==> src/rtl/tdm_sched_pkg.sv <==
package tdm_sched_pkg;

  typedef enum logic [2:0] {
    CAUSE_NONE        = 3'd0,
    CAUSE_DUP_DEST    = 3'd1,
    CAUSE_CONN_OVER   = 3'd2,
    CAUSE_PAIR_REPEAT = 3'd3,
    CAUSE_PAIR_MISS   = 3'd4
  } cause_e;

  // strobes from control to datapath
  typedef struct packed {
    logic commit;      // a slot is accepted this cycle
    logic freshFrame;  // ignore stored coverage (frame start)
    logic wrapFrame;   // frame ends this cycle: empty the map
  } map_ctl_t;

endpackage

==> src/rtl/tdm_sched_dp.sv <==
module tdm_sched_dp
  import tdm_sched_pkg::*;
#(
  parameter int NUM_LC   = 8,
  parameter int GRP_SIZE = 4,
  parameter int NUM_CONN = 5,
  parameter int DEST_W   = 3,
  parameter int CONN_W   = 3
) (
  input  logic                     clk,
  input  logic                     rstN,
  input  map_ctl_t                 mapCtl,
  input  logic [NUM_LC*DEST_W-1:0] slotDest,
  input  logic [NUM_LC*CONN_W-1:0] slotConn,
  output logic                     dupDest,
  output logic                     connOver,
  output logic                     pairRepeat,
  output logic                     coverFull
);

  localparam int MAP_BITS = NUM_LC * NUM_LC;

  logic [NUM_LC-1:0][NUM_LC-1:0] dupHit;
  logic [NUM_LC-1:0][NUM_LC-1:0] connHit;
  logic [MAP_BITS-1:0]           covMap;
  logic [MAP_BITS-1:0]           effMap;
  logic [MAP_BITS-1:0]           newBits;

  // pairwise comparators over transmitters i<j
  genvar gi, gj;
  generate
    for (gi = 0; gi < NUM_LC; gi++) begin : g_row
      for (gj = 0; gj < NUM_LC; gj++) begin : g_col
        if (gj > gi) begin : g_cmp
          logic [DEST_W-1:0] destI, destJ;
          logic [CONN_W-1:0] connI, connJ;
          assign destI = slotDest[gi*DEST_W +: DEST_W];
          assign destJ = slotDest[gj*DEST_W +: DEST_W];
          assign connI = slotConn[gi*CONN_W +: CONN_W];
          assign connJ = slotConn[gj*CONN_W +: CONN_W];
          assign dupHit[gi][gj]  = (destI == destJ);
          if ((gi / GRP_SIZE) == (gj / GRP_SIZE)) begin : g_same_src
            assign connHit[gi][gj] = ((32'(destI) / GRP_SIZE) == (32'(destJ) / GRP_SIZE))
                                     && (connI == connJ);
          end else begin : g_diff_src
            assign connHit[gi][gj] = 1'b0;
          end
        end else begin : g_none
          assign dupHit[gi][gj]  = 1'b0;
          assign connHit[gi][gj] = 1'b0;
        end
      end
    end
  endgenerate

  assign dupDest  = |dupHit;
  assign connOver = |connHit;

  // pairs scheduled by this slot, row = transmitter
  always_comb begin
    newBits = '0;
    for (int i = 0; i < NUM_LC; i++) begin
      if (32'(slotDest[i*DEST_W +: DEST_W]) < NUM_LC)
        newBits[i*NUM_LC + 32'(slotDest[i*DEST_W +: DEST_W])] = 1'b1;
    end
  end

  assign effMap     = mapCtl.freshFrame ? '0 : covMap;
  assign pairRepeat = |(effMap & newBits);
  assign coverFull  = &(effMap | newBits);

  always_ff @(posedge clk) begin
    if (!rstN)                   covMap <= '0;
    else if (mapCtl.wrapFrame)   covMap <= '0;
    else if (mapCtl.commit)      covMap <= effMap | newBits;
    else if (mapCtl.freshFrame)  covMap <= '0;
  end

endmodule

==> src/rtl/tdm_sched_ctl.sv <==
module tdm_sched_ctl
  import tdm_sched_pkg::*;
#(
  parameter int NUM_LC = 8
) (
  input  logic       clk,
  input  logic       rstN,
  input  logic       slotValid,
  input  logic       frameStart,
  input  logic       dupDest,
  input  logic       connOver,
  input  logic       pairRepeat,
  input  logic       coverFull,
  output map_ctl_t   mapCtl,
  output logic       slotErr,
  output logic [2:0] errCause,
  output logic       frameDone,
  output logic       frameOk
);

  localparam int CNT_W = (NUM_LC > 1) ? $clog2(NUM_LC) : 1;
  localparam logic [CNT_W-1:0] LAST_IDX = CNT_W'(NUM_LC - 1);

  logic [CNT_W-1:0] slotCnt, slotIdx;
  logic             errSeen, errSeenEff, lastSlot;
  cause_e           cause;

  always_comb begin
    slotIdx    = frameStart ? '0 : slotCnt;
    errSeenEff = frameStart ? 1'b0 : errSeen;
    lastSlot   = slotValid && (slotIdx == LAST_IDX);

    if      (dupDest)                  cause = CAUSE_DUP_DEST;
    else if (connOver)                 cause = CAUSE_CONN_OVER;
    else if (pairRepeat)               cause = CAUSE_PAIR_REPEAT;
    else if (lastSlot && !coverFull)   cause = CAUSE_PAIR_MISS;
    else                               cause = CAUSE_NONE;

    mapCtl.commit     = slotValid;
    mapCtl.freshFrame = frameStart;
    mapCtl.wrapFrame  = lastSlot;
  end

  always_ff @(posedge clk) begin
    if (!rstN) begin
      slotCnt   <= '0;
      errSeen   <= 1'b0;
      slotErr   <= 1'b0;
      errCause  <= 3'd0;
      frameDone <= 1'b0;
      frameOk   <= 1'b0;
    end else begin
      if (slotValid) begin
        slotCnt <= lastSlot ? '0 : slotIdx + CNT_W'(1);
        errSeen <= lastSlot ? 1'b0 : (errSeenEff || (cause != CAUSE_NONE));
      end else if (frameStart) begin
        slotCnt <= '0;
        errSeen <= 1'b0;
      end
      slotErr   <= slotValid && (cause != CAUSE_NONE);
      errCause  <= slotValid ? cause : CAUSE_NONE;
      frameDone <= lastSlot;
      frameOk   <= lastSlot && !errSeenEff && (cause == CAUSE_NONE);
    end
  end

endmodule

==> src/rtl/tdm_sched_check.sv <==
module tdm_sched_check
  import tdm_sched_pkg::*;
#(
  parameter int NUM_LC   = 8,
  parameter int GRP_SIZE = 4,
  localparam int NUM_GRP  = NUM_LC / GRP_SIZE,
  localparam int NUM_CONN = GRP_SIZE + NUM_GRP - 1,
  localparam int DEST_W   = (NUM_LC > 1) ? $clog2(NUM_LC) : 1,
  localparam int CONN_W   = (NUM_CONN > 1) ? $clog2(NUM_CONN) : 1
) (
  input  logic                     clk,
  input  logic                     rstN,
  input  logic                     slotValid,
  input  logic                     frameStart,
  input  logic [NUM_LC*DEST_W-1:0] slotDest,
  input  logic [NUM_LC*CONN_W-1:0] slotConn,
  output logic                     slotErr,
  output logic [2:0]               errCause,
  output logic                     frameDone,
  output logic                     frameOk
);

  map_ctl_t mapCtl;
  logic     dupDest, connOver, pairRepeat, coverFull;

  tdm_sched_dp #(
    .NUM_LC(NUM_LC), .GRP_SIZE(GRP_SIZE), .NUM_CONN(NUM_CONN),
    .DEST_W(DEST_W), .CONN_W(CONN_W)
  ) u_dp (
    .clk(clk), .rstN(rstN), .mapCtl(mapCtl),
    .slotDest(slotDest), .slotConn(slotConn),
    .dupDest(dupDest), .connOver(connOver),
    .pairRepeat(pairRepeat), .coverFull(coverFull)
  );

  tdm_sched_ctl #(.NUM_LC(NUM_LC)) u_ctl (
    .clk(clk), .rstN(rstN), .slotValid(slotValid), .frameStart(frameStart),
    .dupDest(dupDest), .connOver(connOver), .pairRepeat(pairRepeat),
    .coverFull(coverFull), .mapCtl(mapCtl),
    .slotErr(slotErr), .errCause(errCause),
    .frameDone(frameDone), .frameOk(frameOk)
  );

endmodule

==> config.mk <==
export PLATFORM = sky130hd
export DESIGN_NAME = tdm_sched_check
export DESIGN_NICKNAME = d
export VERILOG_FILES = /design/src/rtl/tdm_sched_pkg.sv /design/src/rtl/tdm_sched_dp.sv /design/src/rtl/tdm_sched_ctl.sv /design/src/rtl/tdm_sched_check.sv
export SDC_FILE = /design/constraint.sdc
export NUM_CORES = 1
export LEC_CHECK = 0
export BUFFER_PORTS_ARGS = -buffer_cell sky130_fd_sc_hd__buf_2
export CAP_MARGIN = 20
export CORE_AREA = 2 2 137 105
export CTS_BUF_LIST = sky130_fd_sc_hd__clkbuf_8
export DETAILED_ROUTE_END_ITERATION = 8
export DIE_AREA = 0 0 139 107
export SETUP_SLACK_MARGIN = 0.4
export SKIP_CTS_REPAIR_TIMING = 1
export SYNTH_ARGS = -nofsm -noshare
export SYNTH_HDL_FRONTEND = slang
export SYNTH_SLANG_ARGS = --single-unit
==> constraint.sdc <==
create_clock -name clk -period 4.6 [get_ports clk]
set_input_delay 0 -clock clk [delete_from_list [all_inputs] [get_ports clk]]
set_output_delay 0 -clock clk [all_outputs]
set_load 0.1 [all_outputs]
Word level (Yosys, flattened, before mapping)
Index checks and enable logic that the tools add are counted.

Flip-flop bits (word level): 74. Input port bits: 52. Output and inout bits: 6. Word-level logic and storage cells: 158.

$add $sub $neg: 8. Magnitude comparators: 16. Eq/ne operators: 53. Multiplexer cells: 28. Bitwise logic cells: 10. Reduce and logical (&&, ||, !) cells: 36.

Operators with widths (count): $or A64 B64 Y64 (7); $ge A32 B1 Y1 const B (7); $lt A32 B7 Y1 const B (7); $mux W64 (2); $eq A3 B3 Y1 (40); $and A64 B64 Y64 (1); $or A8 B64 Y64 (1); $reduce_and A64 Y1 (1); $reduce_or A64 Y1 (1); $demux W1 S6 (7); $add A6 B3 Y7 const A (4); $reduce_or A28 Y1 (1); $logic_and A1 B1 Y1 (25); $mux W3 (7); $add A5 B3 Y6 const A (2); $eq A1 B1 Y1 (12); $reduce_or A12 Y1 (1); $mux W1 (11); $lt A3 B7 Y1 const B (1); $add A4 B3 Y5 const A (1); $add A3 B1 Y3 const B (1); $demux W1 S3 (1); $eq A3 B3 Y1 const B (1); $ge A3 B1 Y1 const B (1); other kinds (7) (8).

Depth between registers and ports, before layout
Word-level depth: 24. Mapped depth: 10. Depth with buffers taken out: 7.

By module
From an unflattened synthesis, not the netlist that was laid out.

Cells, all modules: 725. Area, all modules: 5799.3 µm².

By module, submodules not included: tdm_sched_dp (instances 1, cells each 682, area each 5356.4 µm², sequential area each 1281.2 µm²); tdm_sched_ctl (instances 1, cells each 43, area each 442.9 µm², sequential area each 200.2 µm²).

Worst setup path after synthesis
Ideal clock, no wire load.

Path kind: reg2reg. Start: register u_dp.covMap[29]. End: register u_ctl.errCause[2]. Setup time: 88 ps. Arrival time: 1945 ps. Data required time: 4512 ps. Slack: 2567 ps. Cell stages (with the launch flop): 8. Path buffers: 0. Clock period less this slack: 2033 ps. Path through: dfxtp_1 mux2_1 a32oi_1 nand4_1 nor4_1 nand4_1 or3_1 nor4_2.

Cells in the longest elaborated chain, start to end: 9. Elaborated cells between the ends (all ways): 11. Those cells by class: 5 x mux; 2 x bitwise; 4 x reduce/logical.

Ends and longest elaborated chain: from (decl) (RTL line tdm_sched_dp.sv:25) `logic [MAP_BITS-1:0] covMap;`; from (signal assigned) (RTL line tdm_sched_dp.sv:75) `else if (mapCtl.commit) covMap <= effMap | newBits;`; $mux W64 * (RTL line tdm_sched_dp.sv:68) `assign effMap = mapCtl.freshFrame ? '0 : covMap;`; $or A64 B64 Y64 (RTL line tdm_sched_dp.sv:70) `assign coverFull = &(effMap | newBits);`; $reduce_and A64 Y1 (RTL line tdm_sched_dp.sv:70); $logic_not A1 Y1 (RTL line tdm_sched_ctl.sv:36) `else if (lastSlot && !coverFull) cause = CAUSE_PAIR_MISS;`; $logic_and A1 B1 Y1 (RTL line tdm_sched_ctl.sv:36); $mux W3 (RTL line tdm_sched_ctl.sv:36); $mux W3 * (RTL line tdm_sched_ctl.sv:35) `else if (pairRepeat) cause = CAUSE_PAIR_REPEAT;`; $mux W3 * (RTL line tdm_sched_ctl.sv:34) `else if (connOver) cause = CAUSE_CONN_OVER;`; $mux W3 * (RTL line tdm_sched_ctl.sv:33) `if (dupDest) cause = CAUSE_DUP_DEST;`; to (signal assigned) (RTL line tdm_sched_ctl.sv:61) `errCause <= slotValid ? cause : CAUSE_NONE;`; to (decl) (RTL line tdm_sched_ctl.sv:16) `output logic [2:0] errCause,`.

Mark *: on every way between the ends. The rest lies on a longest branch, timed or not. A chain may end at the register's enable or synchronous reset.

Final worst setup path
Same ends and word-level chain as after synthesis.

==> impl_metrics.json <==
{
  "hold_path_class": "in -> reg",
  "synth-edff-count": 0,
  "switching_share": 0.3366,
  "fmax_mhz": 412.7,
  "p_leak_nw": 2.236,
  "cts_tree": "built",
  "grt_pass1_wl_um": 28050,
  "design.die.area_um2": 14870,
  "cpLargestDelayFamily": "simple AND/OR/NAND/NOR gates",
  "post_synthesis_instance_area_um2": 5977,
  "timing.critical_path.buf_inv": 0,
  "cts_max_level": 3,
  "postRouteAntennaNets": 0,
  "relSlewSlack": 0.4551,
  "cap_violations": 0,
  "placement_row_count": 37,
  "postSynthNetCount": 792,
  "layout_skew_ns": 0.009294,
  "starting_density_of_the_core": 0.4422,
  "combinationalPowerShare": 0.241,
  "worstSkewPairLatency_ns": 0.36,
  "async_reset_ff_frac": 0,
  "worstPathCellList": "mux2_1, a32oi_1, nand4_1, nor4_1, nand4_1, or3_1, nor4_2",
  "power.net_switching_mw": 0.5261,
  "yosysSeqAreaShare": 0.2479,
  "run_status": "finished clean",
  "area.growth.synth_to_final_pct": 3.517,
  "global_route.overflow_total": 0,
  "route.detailed.wl_per_inst_um": 19.12,
  "mostFrequentLayoutCell": "sky130_fd_sc_hd__xor2_1",
  "ctsRootBufferMaster": "sky130_fd_sc_hd__clkbuf_8",
  "antenna_found_initial": 0,
  "viasPerCell": 6.197,
  "critPathRequiredTime_ns": 4.88,
  "final_layout_size_suffix_gt1_frac": 0.1279,
  "dr.pass1.iters": 5,
  "post-route-drc-count": 0,
  "worstPathArrival_ns": 2.70,
  "fin_crit_ns": 2.423,
  "synth.avg_cell_area_um2": 8.099,
  "crit_path_max_incr_delay_ns": 0.46,
  "synth_largest_area_cell": "sky130_fd_sc_hd__dfxtp_1",
  "top_level_ports": 58,
  "vdd_drop_max_v": 0.0001569,
  "detailed_route_via_count": 5689,
  "synth-main-ff-cell": "sky130_fd_sc_hd__dfxtp_1",
  "ys_seq_elements": 74,
  "tritoncts.num_buffers": 9,
  "finalWeightedCongestion": 0.8828,
  "clkPwrFrac": 0.330,
  "slowest_stage": "sky130_fd_sc_hd__or3_1",
  "critical_path.endpoint_type": "flop",
  "first_global_vias": 5251,
  "setup.worst_path.class": "reg -> reg",
  "setup-tns-final_ns": 0,
  "final_hold_viol_count": 0,
  "clk_pin_slew_worst_setup_hold_paths_ns": 0.09,
  "period_share": 0.5267,
  "unrepaired_setup_endpoints_after_global_routing": "false",
  "clock-sinks": 74,
  "drtIter0Drc": 464,
  "routed_wirelength_um": 17550,
  "power.density_cell_area_nw_per_um2": 252.6,
  "critical_path.most_common_cell": "sky130_fd_sc_hd__nand4_1",
  "io_buffer_count": 57,
  "hpwlAfterDp_um": 12470,
  "clock_tree.buffer_depth": 2,
  "sequential_power_share": 0.429,
  "synth.top_cell.area_share": 0.2479,
  "internal_power_mw": 1.037,
  "synth.distinct_cells": 66,
  "finalSetupViolCount": 0,
  "post_layout_power_mw": 1.563,
  "design.final.nets": 792,
  "synth_warnings": 0,
  "synth_area_leaders": "sky130_fd_sc_hd__dfxtp_1, sky130_fd_sc_hd__xor2_1, sky130_fd_sc_hd__a22oi_1",
  "floorplan.core_area_um2": 13520,
  "die_h_um": 107,
  "grt_max_degree": 46,
  "critPathMaxFanout": 4,
  "critPathLaunchType": "flop",
  "die_width_um": 139,
  "groute.usage.overall": 0.2343,
  "antenna-diode-count": 0,
  "final_cell_mix": "sky130_fd_sc_hd__xor2_1, sky130_fd_sc_hd__dfxtp_1, sky130_fd_sc_hd__nor2_1",
  "max_slew.worst_pin.slew_ns": 0.8173,
  "netlist_instances": 738,
  "timing_max_transition_violations_final": 0
}
[cell usage after synthesis, drive strengths merged, types with 9 or more instances]
cell,number
xor2,90
dfxtp,74
nor2,72
buf,48
a22oi,46
nand2,44
nor3,32
a32oi,29
xnor2,29
a21oi,28
nor4,25
clkbuf,23
nor2b,20
nand3,19
nand4,19
o21ai,19
a22o,11
a31oi,9
inv,9
nand3b,9
[power by group through the flow]
stage               sequential, mW  clock, mW  combinational [mW]
global placement             0.685          0               0.364
floorplan                    0.690          0               0.289
CTS                          0.670      0.527               0.371
global route                 0.673      0.556               0.410
detailed placement           0.685          0               0.370
finish                       0.671      0.516               0.376
[worst min-delay path, cell delays in order]
cell	delay [ns]
sky130_fd_sc_hd__buf_2	0.24
sky130_fd_sc_hd__nand4_1	0.13
sky130_fd_sc_hd__a21oi_1	0.06
[logic make-up after synthesis]
group | Yosys count | share of synthesized area
simple gates | 280 | 0.2541
buf+inv | 80 | 0.09169
compound gates | 171 | 0.2066
xor+xnor | 119 | 0.1744
flops | 74 | 0.2479
mux | 12 | 0.02114
fa+ha+maj | 2 | 0.004186
[per-layer routing]
metal	share of wire	GRT usage	vias up	wire (µm)
li1	-	-	2703	-
met1	0.48	0.3273	2731	8359
met2	0.42	0.3561	231	7415
met3	0.082	0.06163	24	1437
met4	0.019	0.06710	0	339
met5	0	0	-	0
[per-stage QoR]
step | std cells | setup WS [ns] | hold slack (ns) | instance area, µm² | util
2_1_floorplan | 738 | 2.567 | 0.1217 | 5977 | -
3_3_place_gp | 901 | 2.057 | 0.3454 | 5984 | 0.4427
3_5_place_dp | 901 | 1.953 | 0.3475 | 5984 | 0.4427
4_1_cts | 917 | 2.180 | -0.03806 | 6177 | 0.4570
5_1_grt | 918 | 2.042 | 0.1273 | 6187 | 0.4577
6_report | 918 | 2.177 | 0.1239 | 6187 | 0.4577
[state kept, by name (all words and copies together), names as in the netlist]
name / cells
u_ctl.errCause: 3
u_dp.covMap: 64
u_ctl.frameDone: 1
u_ctl.slotCnt: 3
u_ctl.errSeen: 1
u_ctl.slotErr: 1
u_ctl.frameOk: 1
[final timing paths]
kind	startpoint	to	slack, ns	cells past startpoint
min reg2reg	u_dp.covMap[17]	u_dp.covMap[17]	0.50	2
max	u_dp.covMap[29]	u_ctl.errCause[2]	2.18	7
min	slotDest[2]	u_dp.covMap[7]	0.12	3
max reg2reg	u_dp.covMap[29]	u_ctl.errCause[2]	2.18	7
[layout make-up]
cell class                      instances  area (µm²)
Multi-Input combinational cell        584        3950
Timing Repair Buffer                   60       310.3
Fill cell                            1365        7331
Clock buffer                            9       123.9
Clock inverter                          7       68.82
Inverter                                9       33.78
Tap cell                              175       219.0
Sequential cell                        74        1481
No activity file was read; power rests on OpenSTA's default activity.
